## config.mk

```make
export PLATFORM = sky130hd
export DESIGN_NAME = cfg_byte_loader
export DESIGN_NICKNAME = d
export VERILOG_FILES = /design/src/rtl/cfg_loader_pkg.sv /design/src/rtl/cfg_cclk_div.sv /design/src/rtl/cfg_byte_seq.sv /design/src/rtl/cfg_bit_shifter.sv /design/src/rtl/cfg_byte_loader.sv
export SDC_FILE = /design/constraint.sdc
export NUM_CORES = 1
export LEC_CHECK = 0
export ABC_AREA = 1
export BUFFER_PORTS_ARGS = -buffer_cell sky130_fd_sc_hd__buf_2
export CORE_MARGIN = 5
export CORE_UTILIZATION = 34
export CTS_CLUSTER_DIAMETER = 60
export DETAILED_ROUTE_END_ITERATION = 10
export GPL_TIMING_DRIVEN = 1
export PLACE_DENSITY = 0.62
export SLEW_MARGIN = 15
export SYNTH_ARGS = -nofsm -noshare
export SYNTH_HDL_FRONTEND = slang
export SYNTH_HIERARCHICAL = 1
export SYNTH_SLANG_ARGS = --single-unit
```

## constraint.sdc

```tcl
create_clock -name clk -period 3.7 [get_ports clk]
set_input_delay 0.74 -clock clk [delete_from_list [all_inputs] [get_ports clk]]
set_output_delay 0.74 -clock clk [all_outputs]
set_load 0.01 [all_outputs]
```

## src/rtl/cfg_loader_pkg.sv

```systemverilog
package cfg_loader_pkg;
   typedef enum logic {PH_LOW = 1'b0, PH_HIGH = 1'b1} cclk_phase_e;

   function automatic int cnt_bits(input int n);
      return (n <= 2) ? 1 : $clog2(n);
   endfunction
endpackage

```

## src/rtl/cfg_cclk_div.sv

```systemverilog
module cfg_cclk_div
   import cfg_loader_pkg::*;
#(
   parameter int HALF_DIV = 2
) (
   input  logic        clk,
   input  logic        rst_n,
   output cclk_phase_e phase_o,
   output logic        fall_o
);
   logic tick;

   generate
      if (HALF_DIV < 1) begin : g_bad
         $error("HALF_DIV must be at least 1");
      end
      if (HALF_DIV == 1) begin : g_direct
         assign tick = 1'b1;
      end else begin : g_count
         localparam int CW = cnt_bits(HALF_DIV);
         localparam logic [CW-1:0] LAST = CW'(HALF_DIV - 1);
         logic [CW-1:0] cnt_q;
         always_ff @(posedge clk) begin
            if (!rst_n)            cnt_q <= '0;
            else if (cnt_q == LAST) cnt_q <= '0;
            else                   cnt_q <= cnt_q + 1'b1;
         end
         assign tick = (cnt_q == LAST);
      end
   endgenerate

   always_ff @(posedge clk) begin
      if (!rst_n)    phase_o <= PH_LOW;
      else if (tick) phase_o <= (phase_o == PH_LOW) ? PH_HIGH : PH_LOW;
   end

   assign fall_o = tick && (phase_o == PH_HIGH);
endmodule

```

## src/rtl/cfg_byte_seq.sv

```systemverilog
module cfg_byte_seq
   import cfg_loader_pkg::*;
#(
   parameter int ADDR_W = 18,
   parameter int DATA_W = 8
) (
   input  logic              clk,
   input  logic              rst_n,
   input  logic              fall_i,
   input  logic              done_i,
   output logic [ADDR_W-1:0] addr_o,
   output logic              rclk_o,
   output logic              load_o,
   output logic              shift_o,
   output logic              run_o,
   output logic              halt_o
);
   localparam int BW = cnt_bits(DATA_W);
   localparam logic [BW-1:0] LAST_BIT = BW'(DATA_W - 1);

   generate
      if (ADDR_W < 1) begin : g_bad_a
         $error("ADDR_W must be at least 1");
      end
      if (DATA_W < 2) begin : g_bad_d
         $error("DATA_W must be at least 2");
      end
   endgenerate

   logic [BW-1:0]     bit_q;
   logic [ADDR_W-1:0] addr_q;
   logic              run_q, halt_q, done_seen_q;
   logic              stop, step, at_last;

   assign stop    = done_seen_q | done_i;
   assign step    = fall_i & ~halt_q;
   assign at_last = (bit_q == LAST_BIT);

   always_ff @(posedge clk) begin
      if (!rst_n) begin
         bit_q       <= LAST_BIT;
         addr_q      <= '0;
         run_q       <= 1'b0;
         halt_q      <= 1'b0;
         done_seen_q <= 1'b0;
      end else begin
         if (done_i) done_seen_q <= 1'b1;
         if (step) begin
            if (stop) begin
               halt_q <= 1'b1;
            end else if (at_last) begin
               bit_q  <= '0;
               addr_q <= addr_q + 1'b1;
               run_q  <= 1'b1;
            end else begin
               bit_q  <= bit_q + 1'b1;
            end
         end
      end
   end

   assign load_o  = step & ~stop & at_last;
   assign shift_o = step & ~stop & ~at_last;
   assign rclk_o  = at_last & ~halt_q;
   assign addr_o  = addr_q;
   assign run_o   = run_q;
   assign halt_o  = halt_q;

   AST_ADDR_STEP: assert property (@(posedge clk) disable iff (!rst_n)
      !$stable(addr_q) |-> addr_q == $past(addr_q) + ADDR_W'(1));
   AST_ADDR_ON_STROBE: assert property (@(posedge clk) disable iff (!rst_n)
      !$stable(addr_q) |-> $fell(rclk_o));
   AST_HALT_FREEZE: assert property (@(posedge clk) disable iff (!rst_n)
      halt_q |=> $stable(addr_q) && !rclk_o && halt_q);
endmodule

```

## src/rtl/cfg_bit_shifter.sv

```systemverilog
module cfg_bit_shifter #(
   parameter int DATA_W    = 8,
   parameter bit MSB_FIRST = 1'b1
) (
   input  logic              clk,
   input  logic              rst_n,
   input  logic              load_i,
   input  logic              shift_i,
   input  logic [DATA_W-1:0] data_i,
   output logic              dout_o
);
   logic [DATA_W-1:0] sr_q;

   always_ff @(posedge clk) begin
      if (!rst_n)       sr_q <= '0;
      else if (load_i)  sr_q <= data_i;
      else if (shift_i) sr_q <= MSB_FIRST ? (sr_q << 1) : (sr_q >> 1);
   end

   generate
      if (MSB_FIRST) begin : g_msb
         assign dout_o = sr_q[DATA_W-1];
      end else begin : g_lsb
         assign dout_o = sr_q[0];
      end
   endgenerate
endmodule

```

## src/rtl/cfg_byte_loader.sv

```systemverilog
module cfg_byte_loader
   import cfg_loader_pkg::*;
#(
   parameter int ADDR_W    = 18,
   parameter int DATA_W    = 8,
   parameter int HALF_DIV  = 2,
   parameter bit MSB_FIRST = 1'b1
) (
   input  logic              clk,
   input  logic              rst_n,
   input  logic              done_i,
   input  logic [DATA_W-1:0] mem_data_i,
   output logic [ADDR_W-1:0] mem_addr_o,
   output logic              rclk_o,
   output logic              cclk_o,
   output logic              dout_o
);
   cclk_phase_e phase;
   logic        fall, load, shift, run, halt;

   cfg_cclk_div #(.HALF_DIV(HALF_DIV)) u_div (
      .clk(clk), .rst_n(rst_n), .phase_o(phase), .fall_o(fall)
   );

   cfg_byte_seq #(.ADDR_W(ADDR_W), .DATA_W(DATA_W)) u_seq (
      .clk(clk), .rst_n(rst_n), .fall_i(fall), .done_i(done_i),
      .addr_o(mem_addr_o), .rclk_o(rclk_o), .load_o(load),
      .shift_o(shift), .run_o(run), .halt_o(halt)
   );

   cfg_bit_shifter #(.DATA_W(DATA_W), .MSB_FIRST(MSB_FIRST)) u_sh (
      .clk(clk), .rst_n(rst_n), .load_i(load), .shift_i(shift),
      .data_i(mem_data_i), .dout_o(dout_o)
   );

   assign cclk_o = (phase == PH_HIGH) & run & ~halt;

   AST_DOUT_ON_FALL: assert property (@(posedge clk) disable iff (!rst_n)
      !$stable(dout_o) |-> $fell(cclk_o) || $fell(rclk_o));
endmodule

```

==> results.tsv <==
metric	value	unit
period utilization	55.45	%
Data arrival, critical path	1.31	ns
Period minus WS final	2.051	ns
fmax	0.4875	GHz
CP endpoint kind	output pin	
Max clock buf depth	2	
CTS clk-pin slew, worst paths	0.07	ns
number of remaining DRC errors	0	
CTS Hold Bufs	0	
CTS tree	built	
Nets	304	
vias in the first global route	1437	
Post-CTS Setup Inserts	0	
GPL Wtd Cong	0.7717	
router iterations before antenna repair	4	
H-tree levels	2	
Max Cap Viol	0	
Antenna Cells	0	
CORE AREA	4817	sq um
Setup TNS	0	ns
I/O Buffers	31	
Worst VDD drop	0.2135	mV
pre-CTS WS	1.538	ns
Post-Syn Area per Cell	6.655	sq um
Routed Antenna Nets	0	
Hold Crit Start	u_div/g_count.cnt_q	
Cells after Synth	257	
flops & latches, synth	34	
Die Area	6549	sq um
syn nets	271	
Critical Path RT	2.96	ns
top-level I/O count	32	
internal reg-to-reg setup slack	1.71	ns
fraction of registers with async set/reset	0	%
Post-synth EDFFs	0	
initial core utilization	35.51	%
Die Y	80.93	microns
Clock Latency Late Sink	0.29	ns
Hold Vio Cnt, Final	0	
DRT Wirelength	3913	microns
routed vias	1620	
Slew Limit Headroom	52.65	%
PD cells	377.1	nW/um^2
total global routing overflow	0	
multi-input logic area	853.3	sq um
first-pass GRT wire length	6417	microns
fin. max-slew vios	0	
clk sinks	34	
vias per cell	4.538	
Slew @ Worst Pin	0.7076	ns
Reg2Reg Depth	7	
Post-synth top flop	dfxtp_1	
CP startpoint kind	flip-flop	
Initial DRC Count	71	
TritonCTS buffer count	5	
layout cell share with drive strength beyond 1	16.90	%
status	completed	
RSZ-0062 raised after global routing	false	
clk_skew	0.007563	ns
post-DR wirelength/cell	10.96	microns
reg2reg start	u_seq/bit_q[0]	
post-CTS sizing	0	
Die X	80.93	microns
final worst slack	1.649	ns
initial antenna violation count	0	
hold path endpoint	u_div/g_count.cnt_q	
critical path class	reg2out	
Synthesis Warnings	6	
area delta synth->final	18.36	%
layout filler cell count	524	
synth unique cells	23	
crit-path max FO	5	
Cell Area, Synth	1710	sq um
Hold Path Class	reg2reg	
Post-DP HPWL	2841	microns
hold path cells	1	
static leakage	0.9534	nW
row count	25	
GRT Total Usage	12.82	%
register area	680.7	sq um
Min Hold Slack	0.4418	ns
end-of-flow core utilization	42.03	%
register area share after synthesis	39.80	%
final-report setup violation count	0	
largest net degree at the start of global routing	24	
Worst R2R End	u_seq/addr_o[9]	
clock root buffer	clkbuf_8	
## synth_stat cells (2+ instances only)
| cell | number | area share [%] |
|---|---|---|
| nand2_1 | 76 | 17 |
| dfxtp_1 | 34 | 40 |
| xnor2_1 | 2 | 1.0 |
| buf_6 | 2 | 1.3 |
| ha_1 | 3 | 2.2 |
| nor2_1 | 42 | 9.2 |
| nand4_1 | 8 | 2.9 |
| nor2_2 | 4 | 1.5 |
| clkbuf_1 | 2 | 0.44 |
| inv_1 | 36 | 7.9 |
| o21ai_0 | 6 | 1.8 |
| nand3_1 | 20 | 5.9 |
| nor2_4 | 3 | 2.0 |
| a21oi_1 | 10 | 2.9 |
## worst max-delay path by stage
stage | depth (start not counted) | end | slack [ns] | startpoint
final | 5 | rclk_o | 1.65 | u_seq/bit_q[0]
after floorplan | 10 | u_sh/sr_q[1] | 1.99 | done_i
after detailed placement | 7 | u_seq/addr_o[9] | 1.54 | done_i
after global routing | 8 | u_seq/addr_o[17] | 1.50 | u_seq/bit_q[0]
after global placement | 8 | u_sh/sr_q[7] | 1.56 | done_i
after CTS | 5 | rclk_o | 1.63 | u_seq/bit_q[0]
## state kept, by name, indices dropped and copies added (netlist names)
name,flops
u_seq/halt_o,1
u_div/g_count.cnt_q,1
u_seq/bit_q,3
u_seq/run_o,1
u_seq/done_seen_q,1
u_seq/addr_o,18
u_sh/sr_q,8
u_div/phase_o,1
## critical path: stages, from the launching register on
cell and delay [ns]:
dfxtp_1 0.36, ha_1 0.16, ha_1 0.24, inv_1 0.06
nor2_1 0.07, buf_2 0.13
## metal layers
layer | wire length [microns] | vias up | global-route usage, %
met4 | 44 | 0 | 5.068
met1 | 1761 | 712 | 15.25
met5 | 0 | - | 0
met3 | 275 | 5 | 4.656
met2 | 1831 | 40 | 20.94
li1 | - | 863 | -
## power by group
group / total (mW) / internal [mW] / switching [mW]
Sequential: 0.376 / 0.372 / 0.00436
Combinational: 0.0372 / 0.0135 / 0.0237
Clock: 0.350 / 0.215 / 0.135
Total: 0.763 / 0.601 / 0.163
## metrics by stage
step                      cells  power (mW)  instance area (sq um)
after global placement      350      0.4217                   1912
after CTS                   357      0.7787                   2024
after detailed placement    350      0.4220                   1912
after floorplan             257      0.4087                   1710
final                       357      0.7635                   2024
after global routing        357      0.7938                   2024
## cell type report
cell class              count  share of cell area, %
clock buffers               6                  4.079
clock inverters             1                  1.483
inverters                  37                  6.860
multi-input cells         181                  42.15
flip-flops and latches     34                  33.62
well taps                  67                  4.141
repair buffers             31                  7.664
## cell families after synthesis
logic type / count (synthesis) / synth area share, %
compound gates: 17 / 5.121
flops: 34 / 39.80
fa+ha+maj: 3 / 2.195
simple gates: 158 / 41.04
xor+xnor: 3 / 1.536
buf+inv: 42 / 10.31
## layout by cell type, fill, tap and decap left out
cell	instances
a21oi_1	10
and3_2	1
buf_2	31
bufinv_16	1
clkbuf_8	6
dfxtp_1	34
ha_1	3
inv_1	36
inv_2	1
nand2_1	76
nand3_1	20
nand3_2	1
nand4_1	8
nor2_1	42
nor2_2	4
nor2_4	3
nor2_8	1
nor3_1	1
nor3b_1	1
o21ai_0	6
o31ai_1	1
xnor2_1	2
xor2_1	1
No activity file was read; power rests on OpenSTA's default activity.
